File: src/rtl/pcrc_pkg.sv
package pcrc_pkg;

    localparam int          CRC_W    = 32;
    localparam logic [31:0] CRC_POLY = 32'h04C1_1DB7;

    typedef logic [CRC_W-1:0] crc_t;

    typedef enum logic {
        FR_IDLE = 1'b0,
        FR_OPEN = 1'b1
    } frame_e;

    // one serial step of the MSB-first shift register
    function automatic crc_t crc_shift_bit(crc_t c, logic b);
        logic fb;
        fb = c[CRC_W-1] ^ b;
        return {c[CRC_W-2:0], 1'b0} ^ (fb ? CRC_POLY : '0);
    endfunction

    // remainder of a single byte from a zero register
    function automatic crc_t crc_of_byte(logic [7:0] d);
        crc_t c;
        c = '0;
        for (int k = 7; k >= 0; k--) c = crc_shift_bit(c, d[k]);
        return c;
    endfunction

    // remainder after appending nbytes zero bytes
    function automatic crc_t crc_zero_adv(crc_t c, int nbytes);
        crc_t r;
        r = c;
        for (int k = 0; k < nbytes * 8; k++) r = crc_shift_bit(r, 1'b0);
        return r;
    endfunction

endpackage

File: src/rtl/pcrc_lane_unit.sv
module pcrc_lane_unit
    import pcrc_pkg::*;
#(
    parameter int LANES = 8
) (
    input  logic       clk,
    input  logic       rst_n,
    input  logic [7:0] byte_i,
    input  logic       step_i,
    input  logic       fold_i,
    output crc_t       acc_o
);

    crc_t bc_q;
    crc_t acc_q;

    // stage A: remainder of the lone byte
    always_ff @(posedge clk) begin
        if (!rst_n) bc_q <= '0;
        else        bc_q <= crc_of_byte(byte_i);
    end

    // stage B: lane remainder, advanced by a full word of zero bytes per step
    always_ff @(posedge clk) begin
        if (!rst_n) begin
            acc_q <= '0;
        end else if (step_i) begin
            if (fold_i) acc_q <= crc_zero_adv(acc_q, LANES) ^ bc_q;
            else        acc_q <= bc_q;
        end
    end

    assign acc_o = acc_q;

    assert_hold_on_bubble_R4: assert property (@(posedge clk) disable iff (!rst_n)
        (!step_i) |=> $stable(acc_q));

endmodule

File: src/rtl/pcrc_merge_node.sv
module pcrc_merge_node
    import pcrc_pkg::*;
#(
    parameter int SHIFT_BYTES = 1
) (
    input  logic clk,
    input  logic rst_n,
    input  crc_t early_i,
    input  crc_t late_i,
    output crc_t crc_o
);

    crc_t m_q;

    // earlier span is advanced past the later span, then the two are summed
    always_ff @(posedge clk) begin
        if (!rst_n) m_q <= '0;
        else        m_q <= crc_zero_adv(early_i, SHIFT_BYTES) ^ late_i;
    end

    assign crc_o = m_q;

endmodule

File: src/rtl/pcrc_lane_tree.sv
module pcrc_lane_tree
    import pcrc_pkg::*;
#(
    parameter int LANES = 8
) (
    input  logic                 clk,
    input  logic                 rst_n,
    input  logic [LANES*8-1:0]   word_i,
    input  logic                 valid_i,
    input  logic                 start_i,
    output logic [CRC_W-1:0]     crc_o,
    output logic                 crc_vld_o
);

    localparam int LOG    = $clog2(LANES);
    localparam int DATA_W = LANES * 8;
    localparam int NODES  = 2 * LANES - 1;
    localparam int LAT    = 3 + LOG;

    // stage 1: input capture
    logic [DATA_W-1:0] w1;
    logic              v1, s1;
    // stage 2: control aligned with the byte remainders
    logic              v2, s2;
    // stage 3 onward: valid pipeline through the tree
    logic              v3;
    logic [LOG-1:0]    vt;

    frame_e state_q, state_d;
    logic   fold;

    crc_t tree [NODES];

    always_ff @(posedge clk) begin
        if (!rst_n) begin
            w1 <= '0;
            v1 <= 1'b0;
            s1 <= 1'b0;
            v2 <= 1'b0;
            s2 <= 1'b0;
            v3 <= 1'b0;
            vt <= '0;
        end else begin
            w1 <= word_i;
            v1 <= valid_i;
            s1 <= start_i;
            v2 <= v1;
            s2 <= s1;
            v3 <= v2;
            vt <= {vt[LOG-2:0], v3};
        end
    end

    // frame state register
    always_ff @(posedge clk) begin
        if (!rst_n) state_q <= FR_IDLE;
        else        state_q <= state_d;
    end

    // next state and fold decision
    always_comb begin
        state_d = state_q;
        fold    = 1'b0;
        unique case (state_q)
            FR_IDLE: begin
                if (v2) state_d = FR_OPEN;
            end
            FR_OPEN: begin
                fold = !s2;
            end
            default: state_d = FR_IDLE;
        endcase
    end

    // byte lanes: lane i is the i-th byte in time order
    for (genvar i = 0; i < LANES; i++) begin : g_lane
        pcrc_lane_unit #(.LANES(LANES)) u_lane (
            .clk    (clk),
            .rst_n  (rst_n),
            .byte_i (w1[DATA_W-1-8*i -: 8]),
            .step_i (v2),
            .fold_i (fold),
            .acc_o  (tree[LANES-1+i])
        );
    end

    // heap-ordered merge tree: node n has children 2n+1 (earlier) and 2n+2
    for (genvar n = 0; n < LANES - 1; n++) begin : g_node
        localparam int DEPTH = $clog2(n + 2) - 1;
        localparam int HGT   = LOG - DEPTH;
        pcrc_merge_node #(.SHIFT_BYTES(1 << (HGT - 1))) u_node (
            .clk     (clk),
            .rst_n   (rst_n),
            .early_i (tree[2*n+1]),
            .late_i  (tree[2*n+2]),
            .crc_o   (tree[n])
        );
    end

    assign crc_o     = tree[0];
    assign crc_vld_o = vt[LOG-1];

    // cycles since reset release, saturating (used by the checks below)
    logic [7:0] since_rst;
    always_ff @(posedge clk) begin
        if (!rst_n)                 since_rst <= '0;
        else if (since_rst != 8'hFF) since_rst <= since_rst + 8'd1;
    end

    assert_strobe_latency_R5: assert property (@(posedge clk) disable iff (!rst_n)
        (since_rst >= 8'(LAT)) |-> (crc_vld_o == $past(valid_i, LAT)));

    assert_quiet_after_reset_R6: assert property (@(posedge clk) disable iff (!rst_n)
        (since_rst < 8'(LAT)) |-> !crc_vld_o);

    assert_frame_open_R2: assert property (@(posedge clk) disable iff (!rst_n)
        v2 |=> (state_q == FR_OPEN));

endmodule

File: config.mk
export PLATFORM = sky130hd
export DESIGN_NAME = pcrc_lane_tree
export DESIGN_NICKNAME = d
export VERILOG_FILES = /design/src/rtl/pcrc_pkg.sv /design/src/rtl/pcrc_lane_unit.sv /design/src/rtl/pcrc_merge_node.sv /design/src/rtl/pcrc_lane_tree.sv
export SDC_FILE = /design/constraint.sdc
export NUM_CORES = 2
export LEC_CHECK = 0
export BUFFER_PORTS_ARGS = -buffer_cell sky130_fd_sc_hd__buf_2
export CORE_MARGIN = 2
export CORE_UTILIZATION = 60
export CTS_CLUSTER_SIZE = 25
export DETAILED_ROUTE_END_ITERATION = 16
export PLACE_DENSITY = 0.79
export SYNTH_ARGS = -nofsm -noshare
export SYNTH_HDL_FRONTEND = slang
export SYNTH_SLANG_ARGS = --single-unit
File: constraint.sdc
create_clock -name clk -period 6.5 [get_ports clk]
set_clock_uncertainty 0.05 [all_clocks]
set_input_delay 1.3 -clock clk [delete_from_list [all_inputs] [get_ports clk]]
set_output_delay 1.3 -clock clk [all_outputs]
set_load 0.02 [all_outputs]
==> impl_metrics.py <==
metrics = {
    "worst_setup_path": {
        "critPathArrivalTime_ns": 6.86,
        "required_ns": 6.99,
        "path_buf_inv": 3,
        "slowest_stage": "dfxtp_1",
        "cpMostUsedCell": "xnor3_1",
        "cp-end-kind": "register",
        "start_kind": "register",
        "crit_chain": "buf_12 -> xnor2_4 -> xor2_2 -> buf_4 -> xor3_2 -> xor2_2 -> xnor3_1 -> xnor3_1 -> xnor3_1 -> xnor2_2 -> buf_4 -> xnor3_1 -> xor2_1 -> xnor3_1 -> xor2_1 -> nor2_1 -> xnor2_1 -> a21oi_1",
        "slowest_delay_ns": 0.58,
        "crit_family": "XOR/XNOR gates",
        "crit_fanout": 7,
        "crit_type": "register to register",
    },
    "die": {
        "die_w_um": 383.2,
        "fp.coreArea_sq_um": 143100,
        "die-area_sq_um": 146800,
        "start_util": 0.6027,
        "fp-row-count": 139,
        "ios": 101,
        "die_h_um": 383.2,
    },
    "min_path": {
        "hold_path.class": "register to register",
    },
    "synth": {
        "synth_ff_type": "dfxtp_1",
        "syn-num-nets": 7549,
        "synthCells": 7481,
        "ys_seq_area_frac": 0.1840,
        "ys_warn_count": 0,
        "ys_ff_latch": 793,
        "async_reset_ff_frac": 0,
        "synth_top_area_frac": 0.2573,
        "synth_top_cell_by_area": "xnor2_1",
        "yosys-top-cells-area": "xnor2_1 (26%), xnor3_1 (25%), dfxtp_1 (18%)",
        "synth_area_sq_um": 86270,
        "avgSynthCellArea_sq_um": 11.53,
        "ys_types": 38,
        "synth_edf_count": 0,
        "ys_top_cells_by_count": "xnor2_1 (2534), xnor3_1 (968), xor2_1 (917)",
        "yosys.cell_count.top_type": "xnor2_1",
    },
    "global_routing": {
        "grt-ovfl-total": 0,
        "grt_max_degree": 185,
        "grt_pass1_wl_um": 344600,
        "grt_use_total": 0.3090,
        "antenna_found_initial": 5,
        "grt_pass1_vias": 55140,
    },
    "finish": {
        "syn_to_final_growth_pct": 10.64,
        "final_nets": 7940,
        "area.sequential_sq_um": 15900,
        "fill_cells": 10670,
        "drive_above_1_share": 0.1531,
        "multi_input_area_sq_um": 69160,
    },
    "cts": {
        "cts_root_buffer": "clkbuf_16",
        "cts_tree": "built",
        "clk_latency_ns": 0.71,
        "ctsLongestPathBuffers": 3,
        "cts.clk_slew.worst_paths_ns": 0.07,
        "htreeDepth": 3,
        "clock-sinks": 793,
        "cts_buffers": 89,
        "cts_hold_buf": 0,
    },
    "timing": {
        "clock.fmax_mhz": 157.1,
        "worstMarginPinSlew_ns": 1.110,
        "setup-violations-final": 0,
        "relSlewSlack": 0.2603,
        "tns_ns": 0,
        "finalCritPeriodShare": 0.9793,
        "drv_slew": 0,
        "post-route-min-period_ns": 6.365,
        "finalHoldViolations": 0,
    },
    "placed_design": {
        "dpl.hpwl_um": 182700,
        "gp_routability_congestion": 0.9756,
        "port_buffers": 100,
    },
    "drt": {
        "viasPerCell": 5.478,
        "drtIter0Drc": 5103,
        "num_vias": 53950,
        "wire_per_inst_um": 23.18,
        "drc_errors": 0,
        "antenna_left": 0,
        "wirelength_um": 228300,
        "drtPass1Iterations": 5,
    },
    "outcome": {
        "outcome": "finished clean",
    },
    "job": {
        "cap_violations": 0,
    },
}
-- layer usage --
layer / global-route usage / vias up / share of wire
met1: 0.4440 / 26660 / 0.44
met5: 0 / - / 0
met2: 0.4819 / 2086 / 0.45
met4: 0.07539 / 0 / 0.025
li1: - / 24890 / -
met3: 0.05752 / 313 / 0.081
-- registers in the layout, summed over array words and instances, names as in the netlist --
signal / cells
g_lane.u_lane.acc_o: 256
g_lane.u_lane.bc_q: 240
g_node.u_node.crc_o: 224
s1: 1
s2: 1
state_q: 1
v1: 1
v2: 1
v3: 1
vt: 3
w1: 64
-- what timing repair did --
action / 4_1_cts / 5_1_grt
gates resized for setup: 16 / 81
pin swaps: 0 / 8
endpoints found under the setup margin: 24 / 102
buffers inserted: 0 / 13
-- final cells by class --
class / instances / area share
Antenna cell: 1 / 0.00002622
Clock buffer: 112 / 0.02581
Multi-Input combinational cell: 6322 / 0.7246
Tap cell: 1903 / 0.02495
Sequential cell: 793 / 0.1666
Clock inverter: 52 / 0.007197
Timing Repair Buffer: 661 / 0.05051
Inverter: 5 / 0.0002753
-- cells in the final DEF (no fill, tap or decap), drive strengths merged, types with 13 or more instances in the layout --
cell type | Yosys | final
nor2 | 631 | 631
clkinv | 1 | 26
o21ai | 182 | 182
nand2 | 85 | 85
inv | 4 | 13
xor2 | 997 | 997
a21oi | 153 | 153
mux2i | 58 | 58
and2 | 175 | 175
a211oi | 22 | 22
or2 | 24 | 24
dfxtp | 793 | 793
a311oi | 44 | 44
clkbuf | 236 | 113
nor3 | 25 | 25
or3 | 46 | 46
buf | 125 | 660
xor3 | 172 | 172
xnor2 | 2663 | 2663
xnor3 | 1025 | 1025
-- logic make-up after synthesis --
group	after synthesis	synth area share
buffers and inverters	366	0.01944
xor gates and xnor gates	4857	0.7120
AOI/OAI and AO/OA	408	0.02646
DFF	793	0.1840
muxes	58	0.006730
and+or+nand+nor	999	0.05139
-- final timing paths --
kind | end | slack [ns] | cells after the start | startpoint
setup / recovery | g_lane[0].u_lane.acc_o[4] | 0.13 | 18 | g_lane[0].u_lane.acc_o[25]
hold / removal | vt[2] | 0.37 | 1 | vt[1]
setup reg to reg | g_lane[0].u_lane.acc_o[4] | 0.13 | 18 | g_lane[0].u_lane.acc_o[25]
hold reg to reg | vt[2] | 0.37 | 1 | vt[1]
-- through the flow --
stage	hold WS, ns	instance area, sq um	std cells	setup slack [ns]	utilization
3_3_place_gp	0.3641	91710	9671	-0.1565	0.6408
3_5_place_dp	0.3684	91710	9671	-0.2162	0.6408
2_1_floorplan	0.3619	86270	7481	0.4273	-
6_report	0.3743	95440	9849	0.1348	0.6668
4_1_cts	0.3741	94940	9835	0.006919	0.6633
5_1_grt	0.4034	95440	9848	-0.01372	0.6668
Power is not shown: default switching activity piles up to over one toggle a cycle in this logic, so the estimate is an artifact.
